## src/rtl/pace_pkg.sv

```systemverilog
package pace_pkg;
  typedef enum logic [1:0] {
    MODE_REG  = 2'd0,
    MODE_IND  = 2'd1,
    MODE_IDX  = 2'd2,
    MODE_AINC = 2'd3
  } op_mode_e;

  localparam int unsigned REF_W = 8;

  function automatic logic [REF_W-1:0] mode_cost(input logic [1:0] m);
    case (op_mode_e'(m))
      MODE_REG:  mode_cost = 8'd0;
      MODE_IND:  mode_cost = 8'd4;
      MODE_IDX:  mode_cost = 8'd8;
      default:   mode_cost = 8'd6;
    endcase
  endfunction
endpackage

```

## src/rtl/ref_cycle_rom.sv

```systemverilog
module ref_cycle_rom
  import pace_pkg::*;
#(
  parameter int unsigned CLS_W = 3
) (
  input  logic [CLS_W-1:0] class_i,
  input  logic [1:0]       src_mode_i,
  input  logic [1:0]       dst_mode_i,
  output logic [REF_W-1:0] ref_cyc_o
);
  logic [REF_W-1:0] base;

  always_comb begin
    case (class_i[2:0])
      3'd0: base = 8'd14;
      3'd1: base = 8'd10;
      3'd2: base = 8'd22;
      3'd3: base = 8'd26;
      3'd4: base = 8'd52;
      3'd5: base = 8'd92;
      3'd6: base = 8'd16;
      default: base = 8'd12;
    endcase
  end

  assign ref_cyc_o = base + mode_cost(src_mode_i) + mode_cost(dst_mode_i);
endmodule

```

## src/rtl/pace_ctrl.sv

```systemverilog
module pace_ctrl #(
  parameter int unsigned CNT_W = 16
) (
  input  logic             clk_i,
  input  logic             rst_ni,
  input  logic             start_i,
  input  logic             end_i,
  input  logic [CNT_W-1:0] target_i,
  input  logic             thr_en_i,
  output logic             hold_o,
  output logic [CNT_W-1:0] cyc_o
);
  localparam logic [CNT_W-1:0] CMAX = '1;

  logic             busy_q, pad_q;
  logic [CNT_W-1:0] elapsed_q, target_q, pad_cnt_q, cyc_q;
  logic [CNT_W-1:0] el_base, tgt, e_now;

  assign el_base = start_i ? '0 : elapsed_q;
  assign tgt     = start_i ? target_i : target_q;
  assign e_now   = (el_base == CMAX) ? CMAX : el_base + CNT_W'(1);

  always_ff @(posedge clk_i or negedge rst_ni) begin
    if (!rst_ni) begin
      busy_q    <= 1'b0;
      pad_q     <= 1'b0;
      elapsed_q <= '0;
      target_q  <= '0;
      pad_cnt_q <= '0;
      cyc_q     <= '0;
    end else if (pad_q) begin
      if (pad_cnt_q <= CNT_W'(1)) begin
        pad_q <= 1'b0;
        cyc_q <= target_q;
      end else begin
        pad_cnt_q <= pad_cnt_q - CNT_W'(1);
      end
    end else if (start_i || busy_q) begin
      target_q <= tgt;
      if (end_i) begin
        busy_q <= 1'b0;
        if (thr_en_i && (tgt > e_now)) begin
          pad_q     <= 1'b1;
          pad_cnt_q <= tgt - e_now;
        end else begin
          cyc_q <= e_now;
        end
      end else begin
        busy_q    <= 1'b1;
        elapsed_q <= e_now;
      end
    end
  end

  assign hold_o = pad_q;
  assign cyc_o  = cyc_q;
endmodule

```

## src/rtl/wait_gen.sv

```systemverilog
module wait_gen #(
  parameter int unsigned WS_W = 8
) (
  input  logic            clk_i,
  input  logic            rst_ni,
  input  logic            req_i,
  input  logic [WS_W-1:0] ws_i,
  output logic            wait_o
);
  logic [WS_W-1:0] cnt_q;

  always_ff @(posedge clk_i or negedge rst_ni) begin
    if (!rst_ni)            cnt_q <= '0;
    else if (cnt_q != '0)   cnt_q <= cnt_q - WS_W'(1);
    else if (req_i)         cnt_q <= ws_i;
  end

  assign wait_o = (cnt_q != '0);
endmodule

```

## src/rtl/instr_pace_throttle.sv

```systemverilog
module instr_pace_throttle
  import pace_pkg::*;
#(
  parameter int unsigned CLS_W = 3,
  parameter int unsigned WS_W  = 8,
  parameter int unsigned CNT_W = 16,
  parameter int unsigned RATIO = 4
) (
  input  logic             clk_i,
  input  logic             rst_ni,
  input  logic             instr_start_i,
  input  logic [CLS_W-1:0] instr_class_i,
  input  logic [1:0]       src_mode_i,
  input  logic [1:0]       dst_mode_i,
  input  logic             instr_end_i,
  output logic             hold_o,
  input  logic             mem_req_i,
  output logic             mem_wait_o,
  input  logic [WS_W-1:0]  sw_ws_i,
  input  logic             ctrl_we_i,
  input  logic [WS_W+1:0]  ctrl_wdata_i,
  output logic [CNT_W-1:0] cyc_count_o
);
  localparam int unsigned SEL_BIT = WS_W + 1;
  localparam int unsigned EN_BIT  = WS_W;

  logic            sw_sel_q, thr_en_q;
  logic [WS_W-1:0] ws_q, ws_eff;
  logic [REF_W-1:0] ref_cyc;
  logic [CNT_W-1:0] target;

  always_ff @(posedge clk_i or negedge rst_ni) begin
    if (!rst_ni) begin
      sw_sel_q <= 1'b0;
      thr_en_q <= 1'b1;
      ws_q     <= '0;
    end else if (ctrl_we_i) begin
      sw_sel_q <= ctrl_wdata_i[SEL_BIT];
      thr_en_q <= ctrl_wdata_i[EN_BIT];
      ws_q     <= ctrl_wdata_i[WS_W-1:0];
    end
  end

  assign ws_eff = sw_sel_q ? ws_q : sw_ws_i;

  ref_cycle_rom #(.CLS_W(CLS_W)) u_rom (
    .class_i    (instr_class_i),
    .src_mode_i (src_mode_i),
    .dst_mode_i (dst_mode_i),
    .ref_cyc_o  (ref_cyc)
  );

  assign target = CNT_W'(ref_cyc) * CNT_W'(RATIO);

  pace_ctrl #(.CNT_W(CNT_W)) u_pace (
    .clk_i    (clk_i),
    .rst_ni   (rst_ni),
    .start_i  (instr_start_i),
    .end_i    (instr_end_i),
    .target_i (target),
    .thr_en_i (thr_en_q),
    .hold_o   (hold_o),
    .cyc_o    (cyc_count_o)
  );

  wait_gen #(.WS_W(WS_W)) u_wait (
    .clk_i  (clk_i),
    .rst_ni (rst_ni),
    .req_i  (mem_req_i),
    .ws_i   (ws_eff),
    .wait_o (mem_wait_o)
  );
endmodule

```

## config.mk

```make
export PLATFORM = sky130hd
export DESIGN_NAME = instr_pace_throttle
export DESIGN_NICKNAME = d
export VERILOG_FILES = /design/src/rtl/pace_pkg.sv /design/src/rtl/ref_cycle_rom.sv /design/src/rtl/pace_ctrl.sv /design/src/rtl/wait_gen.sv /design/src/rtl/instr_pace_throttle.sv
export SDC_FILE = /design/constraint.sdc
export NUM_CORES = 1
export LEC_CHECK = 0
export CAP_MARGIN = 15
export CORE_AREA = 2 2 108 110
export DETAILED_ROUTE_END_ITERATION = 6
export DIE_AREA = 0 0 110 112
export DONT_BUFFER_PORTS = 1
export PLACE_DENSITY = 0.69
export SYNTH_ARGS = -nofsm -noshare
export SYNTH_HDL_FRONTEND = slang
export SYNTH_HIERARCHICAL = 1
export SYNTH_SLANG_ARGS = --single-unit
```

## constraint.sdc

```tcl
create_clock -name clk_i -period 5.2 [get_ports clk_i]
set_clock_uncertainty 0.2 [all_clocks]
set_input_delay 0.52 -clock clk_i [delete_from_list [all_inputs] [get_ports clk_i]]
set_output_delay 0.52 -clock clk_i [all_outputs]
set_load 0.02 [all_outputs]
```

Word level (Yosys, flattened, before mapping)
Index checks and enable logic that the tools add are counted.
- $add $sub $neg: 6
- $mul: 0
- divide/modulo/power cells: 0
- magnitude comparators: 2
- eq/ne operators: 14
- shift operators: 0
- muxes and demuxes: 25
- bitwise operators: 2
- reduce and logical (&&, ||, !) cells: 14
- operators by type and width (cell ; number):
    $mux 16 ; 13
    $pmux 7 s7 ; 1
    $mux 8 ; 3
    $pmux 4 s3 ; 2
    $add 16x1->16 const B ; 1
    $eq 16x16->1 const B ; 1
    $gt 16x16->1 ; 1
    $le 16x1->1 const B ; 1
    $sub 16x1->16 const B ; 1
    $sub 16x16->16 ; 1
    $eq 3x3->1 const B ; 3
    $add 7x4->8 ; 1
    $add 8x4->8 ; 1
    $reduce_and 4->1 ; 2
    $reduce_bool 2->1 ; 4
    $reduce_bool 8->1 ; 1
    $sub 8x1->8 const B ; 1
    $eq 3x2->1 const B ; 2
    $mux 1 ; 6
    $eq 2x1->1 const B ; 2
    $eq 2x2->1 const B ; 2
    $logic_not 2->1 ; 2
    $ne 2x2->1 const B ; 2
    $eq 3x1->1 const B ; 1
    other kinds (7) ; 8
- flip-flop bits (word level): 84
- latch bits: 0
- bits in writable memories: 0
- ROM bits: 0
- bits of input ports: 31
- output and inout port bits: 18
- word-level logic and storage cells: 73
- memories: 0

Longest topological paths before layout
- depth after elaboration: 11
- depth in mapped cells: 19
- depth with buffers taken out: 16

Modules after synthesis
The synthesis kept the hierarchy.
- by module, submodules not included (module ; instances ; cells each ; area an instance (sq um) ; sequential area each (sq um)):
    pace_ctrl ; 1 ; 509 ; 4707.0 ; 1651.6
    instr_pace_throttle ; 1 ; 31 ; 548.0 ; 251.5
    wait_gen ; 1 ; 56 ; 493.0 ; 200.2
    ref_cycle_rom ; 1 ; 37 ; 271.5 ; 0.0

Worst setup path after synthesis
No wires, ideal clock.
- path type: in2reg
- start point: input port instr_start_i
- end point: register u_pace.cyc_q[10] (netlist: u_pace/cyc_o[10])
- setup time: 125 ps
- arrival: 4586 ps
- data required time: 4875 ps
- setup slack: 289 ps
- stages: 18
- path buffers: 5
- path through: buf_2 > buf_1 > clkbuf_1 > nor2b_1 > ha_1 > nand3_1 > or4_4 > nor3_4 > a21oi_1 > ha_1 > clkbuf_1 > a21oi_1 > o31ai_1 > a31oi_1 > a21oi_1 > o32ai_4 > buf_12 > mux2_4
- cells in the longest elaborated chain, start to end: 7
- elaborated cells on any way between the ends: 15
- those cells by class: add/sub: 1; order compare: 1; eq/ne: 2; mux: 7; reduce/logical: 4
- RTL lines (what ; line ; text):
    start: declaration ; instr_pace_throttle.sv:11 ; input logic instr_start_i,
    $mux 16 ; pace_ctrl.sv:19 ; assign el_base = start_i ? '0 : elapsed_q;
    $add 16x1->16 / $eq 16x16->1 (equally long branches) ; pace_ctrl.sv:21 ; assign e_now = (el_base == CMAX) ? CMAX : el_base + CNT_W'(1);
    $mux 16 ; pace_ctrl.sv:21 ;
    $gt 16x16->1 / $mux 16 (equally long branches) ; pace_ctrl.sv:42 ; if (thr_en_i && (tgt > e_now)) begin
    $logic_and 1x1->1 / $mux 16 (equally long branches) ; pace_ctrl.sv:42, pace_ctrl.sv:40 ;
    $ne 2x1->1 (no source line) / $mux 16 (equally long branches) ; -- ;
    $reduce_and 4->1 (no source line) / $mux 16 (equally long branches) ; -- ;
    end signal: assignment ; pace_ctrl.sv:34 ; cyc_q <= target_q;
    end signal: assignment ; pace_ctrl.sv:46 ; cyc_q <= e_now;
    end: declaration ; pace_ctrl.sv:16 ; logic [CNT_W-1:0] elapsed_q, target_q, pad_cnt_q, cyc_q;
Parallel ways exist; a longest one is shown, timed or not. The select of a mux whose other input is x is not followed.
A chain may end at the register's enable or synchronous reset.

Worst setup path in the final report
- start point: register u_pace.elapsed_q[0]
- end point: register u_pace.cyc_q[15] (netlist: u_pace/cyc_o[15])
- cells in the longest elaborated chain, start to end: 7
- elaborated cells on any way between the ends: 12
- those cells by class: add/sub: 1; order compare: 1; eq/ne: 2; mux: 6; reduce/logical: 2
- RTL lines (what ; line ; text):
    start: declaration ; pace_ctrl.sv:16 ;
    start signal: assignment ; pace_ctrl.sv:50 ; elapsed_q <= e_now;
    $mux 16 * ; pace_ctrl.sv:19 ;
    $add 16x1->16 / $eq 16x16->1 (equally long branches) ; pace_ctrl.sv:21 ;
    $mux 16 * ; pace_ctrl.sv:21 ;
    $gt 16x16->1 / $mux 16 (equally long branches) ; pace_ctrl.sv:42 ;
    $logic_and 1x1->1 / $mux 16 (equally long branches) ; pace_ctrl.sv:42, pace_ctrl.sv:40 ;
    $ne 2x1->1 (no source line) / $mux 16 (equally long branches) ; -- ;
    $reduce_and 4->1 (no source line) / $mux 16 (equally long branches) ; -- ;
Every way passes the cells marked *; elsewhere a longest branch is shown, timed or not. The select of a mux whose other input is x is not followed.

==> metrics.cfg <==
[layout]
regArea_sq_um = 2100
drive_above_1_share = 0.171
syn_to_final_growth_pct = 7.27
fin_util = 0.578
fill_cells = 943
final_nets = 697
multi_input_area_sq_um = 3690
final_cell_mix = dfrtp_1 (83), nor2_1 (59), nand2_1 (52)
design_area_sq_um = 6460
stdcell_count = 786
antennaDiodeCount = 0
layout_commonest_cell = dfrtp_1

[critical_path]
critical-path-top-delay-family = compound AO/OA/AOI/OAI gates
endpoint_kind = flip-flop
worstSetupPathType = reg -> reg
worst-path-max-fanout = 11
path_common_cell = a21oi_1
worst_setup_path_start_kind = flip-flop
critPathBufInv = 1
arrival_ps = 4660
reg2reg_setup_slack_ps = 570
cp_cell_sequence = nor2b_1, ha_1, nand3_1, or4_4, nor3_4, a21oi_1, ha_1, a21oi_1, o31ai_1, a31oi_1, a21oi_1, o32ai_4, buf_4, mux2_2
required_ps = 5230
crit_path_top_delay_cell = or4_4
crit_path_max_incr_delay_ps = 550

[synthesis]
ys_top_cells_by_area = dfrtp_1 (35%), mux2_2 (7.9%), mux2_4 (7.0%)
synth_top_area_frac = 0.345
yosysUniqueCellTypes = 76
yosysWarnings = 6
ys_ff_latch = 84
synth_edf_count = 0
avgSynthCellArea_sq_um = 9.51
netlist.top_cell.by_area = dfrtp_1
ys_seq_area_frac = 0.349
syn_area_sq_um = 6020
ys.flop_type = dfrtp_1
async_flop_share = 1.00
syn_inst = 633

[route]
route.detailed.vias_per_inst = 5.97
drtIter0Drc = 303
routed_wl_um = 13800
postRouteAntennaNets = 0
wl_per_cell_um = 17.5
dr.pass1.iters = 4
via_count = 4692
drc = 0

[floorplanning]
die_x_um = 110
row_count = 39
fp.dieH_um = 112
num_io_pins = 49
core_sq_um = 11200
initial_utilization = 0.539
die_area_sq_um = 12300

[timing]
slew_viol_final = 0
period_share = 0.891
timing.final.hold_violations = 0
fin_tns_setup_ps = 0
tightest_slew_ps = 1080
slew_headroom = 0.279
finalSetupViolations = 0
min_period_ps = 4630
fmaxAchievable_ghz = 0.216
whs_ps = 72.8
rsz0062_at_grt = no

[clock_network]
cts_setup_buffers = 0
cts_sinks = 84
cts_buffers = 9
cts_resized = 0
htree_num_levels = 3
cts_buffer_depth = 2
cts-root-buf = clkbuf_16
tritoncts = done
hold_buffers = 2
insertion_delay_ps = 350
path_clk_slew_ps = 60

[place]
dpl.cell_count = 768
gp_congestion = 0.899
place.port_buffers = 0
place_area_sq_um = 6150
hpwl_um = 9940

[power_and_ir_drop]
irDropWorstVdd_mv = 0.175
power_density_nw_per_um2 = 280
p_leak_nw = 2.74

[global_route]
overflow = 0
grt_pass1_wl_um = 23100
grt_max_degree = 85
grt_pass1_vias = 4555
antenna_found_initial = 0
grt_util_all_layers = 0.240

[job]
drv_cap = 0

[worst_hold_path]
min-delay-path-class = in -> reg

[status]
status = completed

[power breakdown]
group | internal, mW | switching [mW] | leakage (nW)
clock | 0.348 | 0.250 | 0.137
sequential | 0.701 | 0.0530 | 1.01
combinational | 0.202 | 0.256 | 1.59
[final cells by class]
class	count	share of cell area
multi-input cells	501	0.571
flip-flops and latches	84	0.326
inverters	33	0.0192
well taps	143	0.0277
clock buffers	14	0.0409
clock inverters	2	0.00155
repair buffers	9	0.0140
[registers in the layout, indices dropped and copies added, names as in the netlist]
register,flops
u_pace/pad_cnt_q,16
u_pace/hold_o,1
u_wait/cnt_q,8
sw_sel_q,1
u_pace/busy_q,1
u_pace/target_q,16
ws_q,8
thr_en_q,1
u_pace/elapsed_q,16
u_pace/cyc_o,16
[through the flow]
stage                     total power [mW]  setup WS, ps
final                                 1.81           568
after global routing                  1.91           414
after CTS                             1.82           663
after detailed placement              1.20           400
after global placement                1.18           478
after floorplan                       1.11           289
[worst paths after layout]
check | start | endpoint | cells after the start
setup / recovery | u_pace/elapsed_q[0] | u_pace/cyc_o[15] | 14
hold / removal | instr_end_i | u_pace/elapsed_q[10] | 1
setup reg to reg | u_pace/elapsed_q[0] | u_pace/cyc_o[15] | 14
hold reg to reg | u_pace/busy_q | u_pace/busy_q | 1
max in group asynchronous | rst_ni | thr_en_q | 2
min in group asynchronous | rst_ni | u_pace/pad_cnt_q[3] | 2
[cell families (layout without fill, tap and decap cells)]
group	count (synthesis)	after routing	synth area share
buf+inv	64	58	0.0480
simple gates	201	201	0.169
fa+ha+maj	28	28	0.0644
flops	84	84	0.349
other cells	2	18	0.00125
xor+xnor	25	25	0.0364
mux	80	80	0.165
compound gates	149	149	0.166
[cells in the mapped netlist, drive strengths merged (6+ instances only)]
cell type / count
xor2: 11
buf: 14
xnor2: 14
or3: 7
clkbuf: 17
nand2: 52
o21a: 8
a21oi: 48
a31oi: 10
a211oi: 6
nor2: 59
mux2i: 10
inv: 32
nand3: 14
dfrtp: 83
nor4: 9
ha: 23
o21ai: 27
nor2b: 7
mux2: 70
nand4: 8
nor3: 14
o211ai: 9
[metal layers]
metal,share of wire,global-route usage,vias up,wire (um)
met5,0,0,-,0
met4,0.027,0.105,0,371
met3,0.044,0.0351,25,610
met2,0.47,0.365,129,6420
met1,0.46,0.339,2246,6390
li1,-,-,2292,-
[worst reg2reg max path, stage by stage (launching register included)]
cell	delay (ps)
dfrtp_1	390
nor2b_1	240
ha_1	240
nand3_1	120
or4_4	550
nor3_4	340
a21oi_1	170
ha_1	410
a21oi_1	390
o31ai_1	110
a31oi_1	270
a21oi_1	170
o32ai_4	240
buf_4	320
mux2_2	370
(Power assumes the default switching activity.)
